`src/rtl/sar_seq_pkg.sv`:
```
`timescale 1ns/1ps
package sar_seq_pkg;

    typedef enum logic [1:0] {
        ST_IDLE   = 2'd0,
        ST_SAMPLE = 2'd1,
        ST_TRIAL  = 2'd2
    } seq_state_t;

    // Length in cycles of trial step k (k = 0 tests the top bit); the trial
    // budget is split evenly with the leftover cycles given to the first steps.
    function automatic int step_cycles(input int k, input int res,
                                       input int sample, input int total);
        int base;
        int rem;
        base = (total - sample) / res;
        rem  = (total - sample) % res;
        return base + ((k < rem) ? 1 : 0);
    endfunction

endpackage

```
`src/rtl/sar_seq_ctrl.sv`:
```
`timescale 1ns/1ps
module sar_seq_ctrl
    import sar_seq_pkg::*;
#(
    parameter int RES_BITS   = 5,
    parameter int SAMPLE_CYC = 12,
    parameter int TOTAL_CYC  = 160,
    localparam int BASE_CYC  = (TOTAL_CYC - SAMPLE_CYC) / RES_BITS,
    localparam int LONG_CYC  = BASE_CYC + (((TOTAL_CYC - SAMPLE_CYC) % RES_BITS) > 0 ? 1 : 0),
    localparam int MAX_CYC   = (SAMPLE_CYC > LONG_CYC) ? SAMPLE_CYC : LONG_CYC,
    localparam int CNT_W     = $clog2(MAX_CYC + 1),
    localparam int IDX_W     = (RES_BITS > 1) ? $clog2(RES_BITS) : 1
) (
    input  logic             clk,
    input  logic             rst_n,
    input  logic             start,
    output logic             accept,
    output logic             in_trial,
    output logic             step_end,
    output logic             last_step,
    output logic [IDX_W-1:0] bit_idx,
    output logic             busy,
    output logic             sampling,
    output logic             done,
    output logic             irq
);

    seq_state_t       state_q, state_n;
    logic [CNT_W-1:0] cnt_q, cnt_n;
    logic [IDX_W-1:0] idx_q, idx_n;
    logic             done_q, irq_q;

    // state register
    always_ff @(posedge clk or negedge rst_n) begin
        if (!rst_n) begin
            state_q <= ST_IDLE;
            cnt_q   <= '0;
            idx_q   <= '0;
            done_q  <= 1'b0;
            irq_q   <= 1'b0;
        end else begin
            state_q <= state_n;
            cnt_q   <= cnt_n;
            idx_q   <= idx_n;
            irq_q   <= last_step;
            if (accept)
                done_q <= 1'b0;
            else if (last_step)
                done_q <= 1'b1;
        end
    end

    // next state and outputs
    always_comb begin
        state_n   = state_q;
        cnt_n     = cnt_q;
        idx_n     = idx_q;
        accept    = 1'b0;
        step_end  = 1'b0;
        last_step = 1'b0;
        unique case (state_q)
            ST_IDLE: begin
                if (start) begin
                    accept  = 1'b1;
                    state_n = ST_SAMPLE;
                    cnt_n   = CNT_W'(SAMPLE_CYC - 1);
                end
            end
            ST_SAMPLE: begin
                if (cnt_q == '0) begin
                    state_n = ST_TRIAL;
                    idx_n   = IDX_W'(RES_BITS - 1);
                    cnt_n   = CNT_W'(step_cycles(0, RES_BITS, SAMPLE_CYC, TOTAL_CYC) - 1);
                end else begin
                    cnt_n = cnt_q - 1'b1;
                end
            end
            ST_TRIAL: begin
                if (cnt_q == '0) begin
                    step_end = 1'b1;
                    if (idx_q == '0) begin
                        last_step = 1'b1;
                        state_n   = ST_IDLE;
                    end else begin
                        idx_n = idx_q - 1'b1;
                        cnt_n = CNT_W'(step_cycles(RES_BITS - int'(idx_q), RES_BITS,
                                                   SAMPLE_CYC, TOTAL_CYC) - 1);
                    end
                end else begin
                    cnt_n = cnt_q - 1'b1;
                end
            end
            default: state_n = ST_IDLE;
        endcase
    end

    assign in_trial = (state_q == ST_TRIAL);
    assign sampling = (state_q == ST_SAMPLE);
    assign busy     = (state_q != ST_IDLE);
    assign bit_idx  = idx_q;
    assign done     = done_q;
    assign irq      = irq_q;

    assert_sample_bound_R2: assert property (@(posedge clk) disable iff (!rst_n)
        sampling |-> (cnt_q < CNT_W'(SAMPLE_CYC)));
    assert_irq_pulse_R9: assert property (@(posedge clk) disable iff (!rst_n)
        irq |=> !irq);
    assert_done_sticky_R9: assert property (@(posedge clk) disable iff (!rst_n)
        (done && !start) |=> done);
    assert_idle_on_irq_R3: assert property (@(posedge clk) disable iff (!rst_n)
        irq |-> (!busy && done));

endmodule

```
`src/rtl/sar_seq_reg.sv`:
```
`timescale 1ns/1ps
module sar_seq_reg #(
    parameter int RES_BITS = 5,
    parameter int CH_W     = 2,
    localparam int IDX_W   = (RES_BITS > 1) ? $clog2(RES_BITS) : 1
) (
    input  logic                clk,
    input  logic                rst_n,
    input  logic                accept,
    input  logic [CH_W-1:0]     chan_in,
    input  logic                busy,
    input  logic                start,
    input  logic                in_trial,
    input  logic                step_end,
    input  logic                last_step,
    input  logic [IDX_W-1:0]    bit_idx,
    input  logic                comp_in,
    output logic [CH_W-1:0]     mux_sel,
    output logic [RES_BITS-1:0] trial_code,
    output logic [RES_BITS-1:0] result
);

    logic [RES_BITS-1:0] work_q;
    logic [RES_BITS-1:0] result_q;
    logic [CH_W-1:0]     chan_q;
    logic [RES_BITS-1:0] probe;

    assign probe = RES_BITS'(1) << bit_idx;

    always_ff @(posedge clk or negedge rst_n) begin
        if (!rst_n) begin
            work_q   <= '0;
            result_q <= '0;
            chan_q   <= '0;
        end else begin
            if (accept) begin
                work_q <= '0;
                chan_q <= chan_in;
            end else if (step_end) begin
                work_q[bit_idx] <= comp_in;
            end
            if (last_step)
                result_q <= {work_q[RES_BITS-1:1], comp_in};
        end
    end

    assign trial_code = in_trial ? (work_q | probe) : '0;
    assign mux_sel    = chan_q;
    assign result     = result_q;

    assert_chan_hold_R8: assert property (@(posedge clk) disable iff (!rst_n)
        (busy && start) |=> $stable(mux_sel));
    assert_trial_probe_R5: assert property (@(posedge clk) disable iff (!rst_n)
        in_trial |-> $onehot(trial_code ^ work_q));
    assert_result_steady_R10: assert property (@(posedge clk) disable iff (!rst_n)
        (busy && !last_step) |=> $stable(result));

endmodule

```
`src/rtl/sar_seq_fmt.sv`:
```
`timescale 1ns/1ps
module sar_seq_fmt #(
    parameter int RES_BITS = 5,
    parameter int BYTE_W   = 8,
    localparam int OUT_W   = RES_BITS - 1,
    localparam int PAD_W   = BYTE_W - RES_BITS
) (
    input  logic [RES_BITS-1:0] result,
    output logic [BYTE_W-1:0]   raw_byte,
    output logic [OUT_W-1:0]    corr
);

    logic [OUT_W:0] sum;

    generate
        if (PAD_W > 0) begin : g_pad
            assign raw_byte = {result, {PAD_W{1'b0}}};
        end else begin : g_nopad
            assign raw_byte = result[RES_BITS-1 -: BYTE_W];
        end
    endgenerate

    always_comb begin
        sum = {1'b0, result[RES_BITS-1:1]} + {{OUT_W{1'b0}}, result[0]};
        if (sum[OUT_W])
            corr = {OUT_W{1'b1}};
        else
            corr = sum[OUT_W-1:0];
    end

endmodule

```
`src/rtl/sar_adc_seq.sv`:
```
`timescale 1ns/1ps
module sar_adc_seq #(
    parameter int NUM_CH     = 4,
    parameter int RES_BITS   = 5,
    parameter int BYTE_W     = 8,
    parameter int SAMPLE_CYC = 12,
    parameter int TOTAL_CYC  = 160,
    localparam int CH_W      = (NUM_CH > 1) ? $clog2(NUM_CH) : 1,
    localparam int IDX_W     = (RES_BITS > 1) ? $clog2(RES_BITS) : 1
) (
    input  logic                clk,
    input  logic                rst_n,
    input  logic                start_i,
    input  logic [CH_W-1:0]     chan_i,
    input  logic                comp_i,
    output logic [CH_W-1:0]     mux_sel_o,
    output logic                sample_o,
    output logic [RES_BITS-1:0] trial_code_o,
    output logic                busy_o,
    output logic                done_o,
    output logic                irq_o,
    output logic [BYTE_W-1:0]   raw_byte_o,
    output logic [RES_BITS-2:0] corr_o
);

    logic             accept, in_trial, step_end, last_step;
    logic [IDX_W-1:0] bit_idx;
    logic [RES_BITS-1:0] result;

    sar_seq_ctrl #(
        .RES_BITS  (RES_BITS),
        .SAMPLE_CYC(SAMPLE_CYC),
        .TOTAL_CYC (TOTAL_CYC)
    ) u_ctrl (
        .clk      (clk),
        .rst_n    (rst_n),
        .start    (start_i),
        .accept   (accept),
        .in_trial (in_trial),
        .step_end (step_end),
        .last_step(last_step),
        .bit_idx  (bit_idx),
        .busy     (busy_o),
        .sampling (sample_o),
        .done     (done_o),
        .irq      (irq_o)
    );

    sar_seq_reg #(
        .RES_BITS(RES_BITS),
        .CH_W    (CH_W)
    ) u_reg (
        .clk       (clk),
        .rst_n     (rst_n),
        .accept    (accept),
        .chan_in   (chan_i),
        .busy      (busy_o),
        .start     (start_i),
        .in_trial  (in_trial),
        .step_end  (step_end),
        .last_step (last_step),
        .bit_idx   (bit_idx),
        .comp_in   (comp_i),
        .mux_sel   (mux_sel_o),
        .trial_code(trial_code_o),
        .result    (result)
    );

    sar_seq_fmt #(
        .RES_BITS(RES_BITS),
        .BYTE_W  (BYTE_W)
    ) u_fmt (
        .result  (result),
        .raw_byte(raw_byte_o),
        .corr    (corr_o)
    );

endmodule

```
`config.mk`:
```
export PLATFORM = sky130hd
export DESIGN_NAME = sar_adc_seq
export DESIGN_NICKNAME = d
export VERILOG_FILES = /design/src/rtl/sar_seq_pkg.sv /design/src/rtl/sar_seq_ctrl.sv /design/src/rtl/sar_seq_reg.sv /design/src/rtl/sar_seq_fmt.sv /design/src/rtl/sar_adc_seq.sv
export SDC_FILE = /design/constraint.sdc
export NUM_CORES = 1
export LEC_CHECK = 0
export ABC_AREA = 1
export BUFFER_PORTS_ARGS = -buffer_cell sky130_fd_sc_hd__buf_2
export CAP_MARGIN = 20
export CORE_MARGIN = 2
export CORE_UTILIZATION = 40
export DETAILED_ROUTE_END_ITERATION = 8
export PLACE_DENSITY = 0.62
export SYNTH_ARGS = -nofsm -noshare
export SYNTH_HDL_FRONTEND = slang
export SYNTH_SLANG_ARGS = --single-unit
```
`constraint.sdc`:
```
create_clock -name clk -period 3.3 [get_ports clk]
set_clock_uncertainty 0.1 [all_clocks]
set_input_delay 0.66 -clock clk [delete_from_list [all_inputs] [get_ports clk]]
set_output_delay 0.66 -clock clk [all_outputs]
set_load 0.005 [all_outputs]
```
==> results.yml, run 1 <==
detailed_routing:
  drtIter0Drc: 40
  via_count: 1272
  drc: 0
  vias_per_cell: 4.64
  ant_nets: 0
  dr.pass1.iters: 4
  post_drt_wl_per_cell_um: 10.9
  drt_wl_total_um: 2990
floorplanning:
  coreArea_mm2: 0.00369
  die_y_um: 66.3
  die_w_um: 66.3
  pin_count: 29
  rows: 22
  initial_core_util_pct: 42.1
  dieArea_mm2: 0.00440
pwr:
  vdd_ir_drop_max_v: 0.000355
  power_leakage_nw: 1.05
  p_per_area_mw_per_mm2: 842
run:
  maxCapViolCount: 0
clock_network:
  insertion_delay_ns: 0.27
  cts_buffers: 3
  cts_resized: 0
  cts_tree: "yes"
  clk_pin_slew_ns: 0.09
  h-tree-depth: 1
  postCtsSetupBuffers: 0
  clkSinkCount: 24
  cts_root_buf: "clkbuf_8"
  postCtsHoldBufs: 0
  clock_path_buffers: 2
min_path:
  hp-class: "primary input to asynchronous set/reset pin"
setup_path:
  path_cells: "inv_1, ha_1, inv_1, nor2_2, nand2_2, nand2_1, buf_2"
  crit_type: "flop to output pin"
  critPathMaxStageDelay_ns: 0.43
  cp.required_ns: 2.54
  cp_max_fo: 8
  crit_top_cell: "inv_1"
  cp_slowest_cell: "dfrtp_1"
  cp_top_family: "flip-flops"
  path_buf_inv: 3
  end_kind: "output pin"
  startpoint_type: "flop"
  arrival_ns: 1.63
global_route:
  overflow: 0
  grt_usage_pct: 15.0
  antenna_found_initial: 0
  grt_max_degree: 25
  grt_pass1_wl_um: 5090
  grt_pass1_vias: 1102
final_layout:
  antenna_cells: 0
  fill_cells: 377
  syn_to_final_growth_pct: 15.6
  layout.nets: 249
  drive_gt1_share_pct: 19.0
synthesis:
  syn-cell-area_mm2: 0.00155
  ys_seq_elements: 24
  syn_inst: 198
  ys_warn_count: 0
  post_synth_num_cell_types: 26
  yosysSeqAreaShare_pct: 38.7
  synth_area_per_cell_um2: 7.84
placed_design:
  gp_congestion: 0.815
  portBuffers: 25
  dpl.hpwl_um: 2310
  place_worst_setup_slack_ns: 1.24
sta:
  final-setup-viol-count: 0
  setup_ws_ns: 0.910
  period_share_pct: 72.4
  fin_crit_ns: 2.39
  finalHoldViolCount: 0
  slew_viol_final: 0
  fmax_mhz: 418
  tns_ns: 0
  worst_slew_pin_slew_ns: 0.541
  slew_headroom_pct: 63.9
  rsz0062_at_grt: "no"
run_status:
  outcome: "completed"
[cells in the mapped netlist (all sizes together)]
master | n | area [µm²]
buf | 3 | 22.5
nor3 | 6 | 30.0
nor2 | 24 | 134
o22ai | 1 | 6.26
dfrtp | 24 | 601
a21oi | 5 | 25.0
nand3b | 1 | 7.51
nand2 | 56 | 220
o21a | 1 | 7.51
inv | 31 | 116
or2 | 1 | 6.26
a22oi | 5 | 37.5
xor2 | 1 | 8.76
o21ai | 11 | 58.8
ha | 16 | 200
nand3 | 11 | 67.6
conb | 1 | 3.75
[state kept, by name (all words and copies together), names as in the netlist]
register and count:
u_ctrl.bit_idx 3, u_ctrl.cnt_q 5, u_ctrl.done 1, u_ctrl.irq 1
u_ctrl.state_q 2, u_reg.mux_sel 2, u_reg.result 5, u_reg.work_q 5
[where the power goes]
part / internal, mW / leakage, nW / switching, mW
sequential: 0.387 / 0.316 / 0.0829
combinational: 0.287 / 0.696 / 0.493
clock: 0.162 / 0.0357 / 0.0974
[worst reg2reg max path: stages, from the launching register on]
cell and delay [ns]:
dfrtp_1 0.38, inv_1 0.09, ha_1 0.25, nand2_1 0.25
inv_1 0.14, nor2_1 0.30, nor3_1 0.11, nor2_1 0.12
[cell usage in the layout (no fill, tap or decap), types with 3 or more instances in the layout]
master and n:
nand2_1 54, inv_1 28, buf_2 25, dfrtp_1 24, nor2_1 18, ha_1 16, nand3_1 10, o21ai_0 9
nor3_1 6, a21oi_1 5, a22oi_1 5, inv_2 3, nor2_4 3, conb_1 3, clkbuf_8 3
[layout make-up]
class / instances / area (µm²) / area share [%]
clock inverter: 1 / 30.0 / 1.67
tap: 48 / 60.1 / 3.35
inverter: 31 / 116 / 6.49
sequential: 24 / 601 / 33.5
timing repair buffer: 25 / 125 / 6.97
multi-input combinational: 142 / 821 / 45.7
clock buffer: 3 / 41.3 / 2.30
[layer usage]
layer,vias up,wire [µm],GRT usage (%)
met4,0,27,4.85
met1,573,1550,21.1
met5,-,0,0
met3,2,105,1.53
met2,26,1300,24.1
li1,671,-,-
[cells by family after synthesis]
family / count (synthesis) / synth area share, %
simple gates: 99 / 30.0
buf+inv: 34 / 8.94
flops: 24 / 38.7
compound gates: 23 / 8.70
fa+ha+maj: 16 / 12.9
xor+xnor: 1 / 0.564
other cells: 1 / 0.242
[through the flow]
step / power, mW / hold slack [ns] / instances / area, µm² / util, %
3_5_place_dp: 1.26 / 0.360 / 270 / 1720 / 46.7
5_1_grt: 1.67 / 0.311 / 274 / 1790 / 48.6
6_report: 1.51 / 0.262 / 274 / 1790 / 48.6
2_1_floorplan: 1.06 / 0.264 / 200 / 1560 / -
3_3_place_gp: 1.26 / 0.360 / 270 / 1720 / 46.7
4_1_cts: 1.52 / 0.287 / 274 / 1790 / 48.6
[worst paths after layout]
| check | start | endpoint | slack (ns) | depth (start not counted) |
|---|---|---|---|---|
| max in group asynchronous | rst_n | u_reg.work_q[4] | 2.47 | 1 |
| worst min-delay path | rst_n | u_ctrl.state_q[0] | 0.26 | 1 |
| worst max-delay path | u_ctrl.bit_idx[0] | trial_code_o[0] | 0.91 | 7 |
| min in group clk | u_reg.mux_sel[0] | u_reg.mux_sel[0] | 0.38 | 2 |
| worst max register to register | u_ctrl.state_q[0] | u_reg.work_q[4] | 1.49 | 7 |
| worst min register to register | u_reg.mux_sel[0] | u_reg.mux_sel[0] | 0.38 | 2 |
No activity file was read; power rests on OpenSTA's default activity.
==> run 2, diff against run 1 <==
clock period = 2.3 ns   (was 3.3 ns; I/O delays follow)
==> run 2 against run 1 <==
Clock power up 41%. Global-route usage up 0.16 points. First-iteration DRC count up 18%. Combinational power up 45%. Sequential cell count unchanged. Via count down 1.3%. Largest cell class unchanged. Cell area up 0.42%.
==> results.yml, run 2 (same netlist as run 1, synthesis figures left out) <==
run_status:
  outcome: "completed"
detailed_routing:
  drc: 0
  drtIter0Drc: 47
  post_drt_wl_per_cell_um: 10.7
  dr.pass1.iters: 4
  via_count: 1255
  ant_nets: 0
  vias_per_cell: 4.56
  drt_wl_total_um: 2950
final_layout:
  final_cell_mix: "nand2_1 (54), inv_1 (28), buf_2 (25)"
  layout.nets: 250
  multi_input_area_um2: 821
  fill_cells: 388
  seq_area_um2: 601
  antenna_cells: 0
  design_area_mm2: 0.00180
  final_cells: 275
  final_common_cell: "nand2_1"
  syn_to_final_growth_pct: 16.0
  drive_gt1_share_pct: 19.4
clock_network:
  postCtsSetupBuffers: 0
  insertion_delay_ns: 0.26
  clk_pin_slew_ns: 0.09
  postCtsHoldBufs: 0
  cts_tree: "yes"
  h-tree-depth: 1
  cts_buffers: 3
  clock_path_buffers: 2
  cts_resized: 0
  cts_root_buf: "clkbuf_8"
  clkSinkCount: 24
sta:
  fin_crit_ns: 2.18
  setup_ws_ns: 0.120
  worst_slew_pin_slew_ns: 0.552
  tns_ns: 0
  finalHoldViolCount: 0
  rsz0062_at_grt: "no"
  final-setup-viol-count: 0
  fmax_mhz: 459
  slew_headroom_pct: 63.2
  period_share_pct: 94.8
  slew_viol_final: 0
floorplanning:
  die_w_um: 66.3
  dieArea_mm2: 0.00440
  pin_count: 29
  initial_core_util_pct: 42.1
  coreArea_mm2: 0.00369
  die_y_um: 66.3
  rows: 22
run:
  maxCapViolCount: 0
placed_design:
  portBuffers: 25
  placed_area_mm2: 0.00173
  dpl.hpwl_um: 2320
  place_worst_setup_slack_ns: 0.411
  dp.cells: 271
  gp_congestion: 0.806
setup_path:
  arrival_ns: 1.62
  crit_top_cell: "inv_1"
  r2r_end: "u_reg.result[0]"
  timing.rr.start: "u_ctrl.bit_idx[0]"
  startpoint_type: "flop"
  reg2regPathDepth: 9
  end_kind: "output pin"
  crit_type: "flop to output pin"
  regToRegSetupSlack_ns: 0.50
  cp.required_ns: 1.74
  path_cells: "inv_1, ha_1, inv_1, nor2_2, nand2_2, nand2_1, buf_2"
  critPathMaxStageDelay_ns: 0.44
  cp_max_fo: 8
  cp_slowest_cell: "dfrtp_1"
min_path:
  hp-class: "primary input to asynchronous set/reset pin"
global_route:
  overflow: 0
  grt_pass1_wl_um: 5110
  antenna_found_initial: 0
  grt_pass1_vias: 1138
  grt_max_degree: 25
  grt_usage_pct: 15.2
pwr:
  power.internal_mw: 1.21
  seqPwrFrac_pct: 31.1
  p_sw_mw: 0.962
  p_per_area_mw_per_mm2: 1200
  p_clk_share_pct: 16.9
  netSwitchingFraction_pct: 44.4
  fin_total_pwr_mw: 2.17
  vdd_ir_drop_max_v: 0.000730
  comb_power_share_pct: 52.0
  power_leakage_nw: 1.05
run 2: cell types whose count changed in the layout (fill, tap and decap cells not counted):
cell	change
buf_4	+1
run 2: how the worst max path moves through the flow:
stage / start / end / slack [ns] / cells past startpoint
2_1_floorplan: u_ctrl.bit_idx[0] / trial_code_o[0] / 0.63 / 6
3_3_place_gp: u_ctrl.bit_idx[0] / trial_code_o[0] / 0.47 / 7
3_5_place_dp: u_ctrl.bit_idx[0] / trial_code_o[0] / 0.41 / 7
4_1_cts: u_ctrl.bit_idx[0] / trial_code_o[0] / 0.11 / 7
5_1_grt: u_ctrl.bit_idx[0] / trial_code_o[0] / 0.001 / 7
6_report: u_ctrl.bit_idx[0] / trial_code_o[0] / 0.12 / 7
run 2: worst max-delay path: cells and delay by family (launching register included):
kind | cells | cell delay (ns)
fa+ha+maj | 1 | 0.20
buf+inv | 3 | 0.37
flops | 1 | 0.44
simple gates | 3 | 0.35
run 2: power by group through the flow:
stage | clock (mW) | combinational (mW) | sequential, mW
floorplan | 0 | 0.858 | 0.659
global placement | 0 | 1.13 | 0.678
detailed placement | 0 | 1.14 | 0.680
CTS | 0.378 | 1.14 | 0.674
global route | 0.393 | 1.31 | 0.697
finish | 0.366 | 1.13 | 0.674
run 2: final cells by class:
cell class | instances | share of cell area, %
Multi-Input combinational cell | 142 | 45.6
Sequential cell | 24 | 33.3
Timing Repair Buffer | 26 | 7.36
Inverter | 31 | 6.46
Tap cell | 48 | 3.33
Clock buffer | 3 | 2.29
Clock inverter | 1 | 1.67
run 2: metal layers:
layer	routed length (µm)	GRT usage (%)
met4	27	4.59
met1	1540	22.9
met5	0	0
met3	80	1.02
met2	1300	23.1
run 2: stage by stage:
stage / util [%] / hold slack, ns
floorplan: - / 0.0644
global placement: 46.9 / 0.358
detailed placement: 46.9 / 0.372
CTS: 48.8 / 0.0911
global route: 48.8 / 0.115
finish: 48.8 / 0.0721
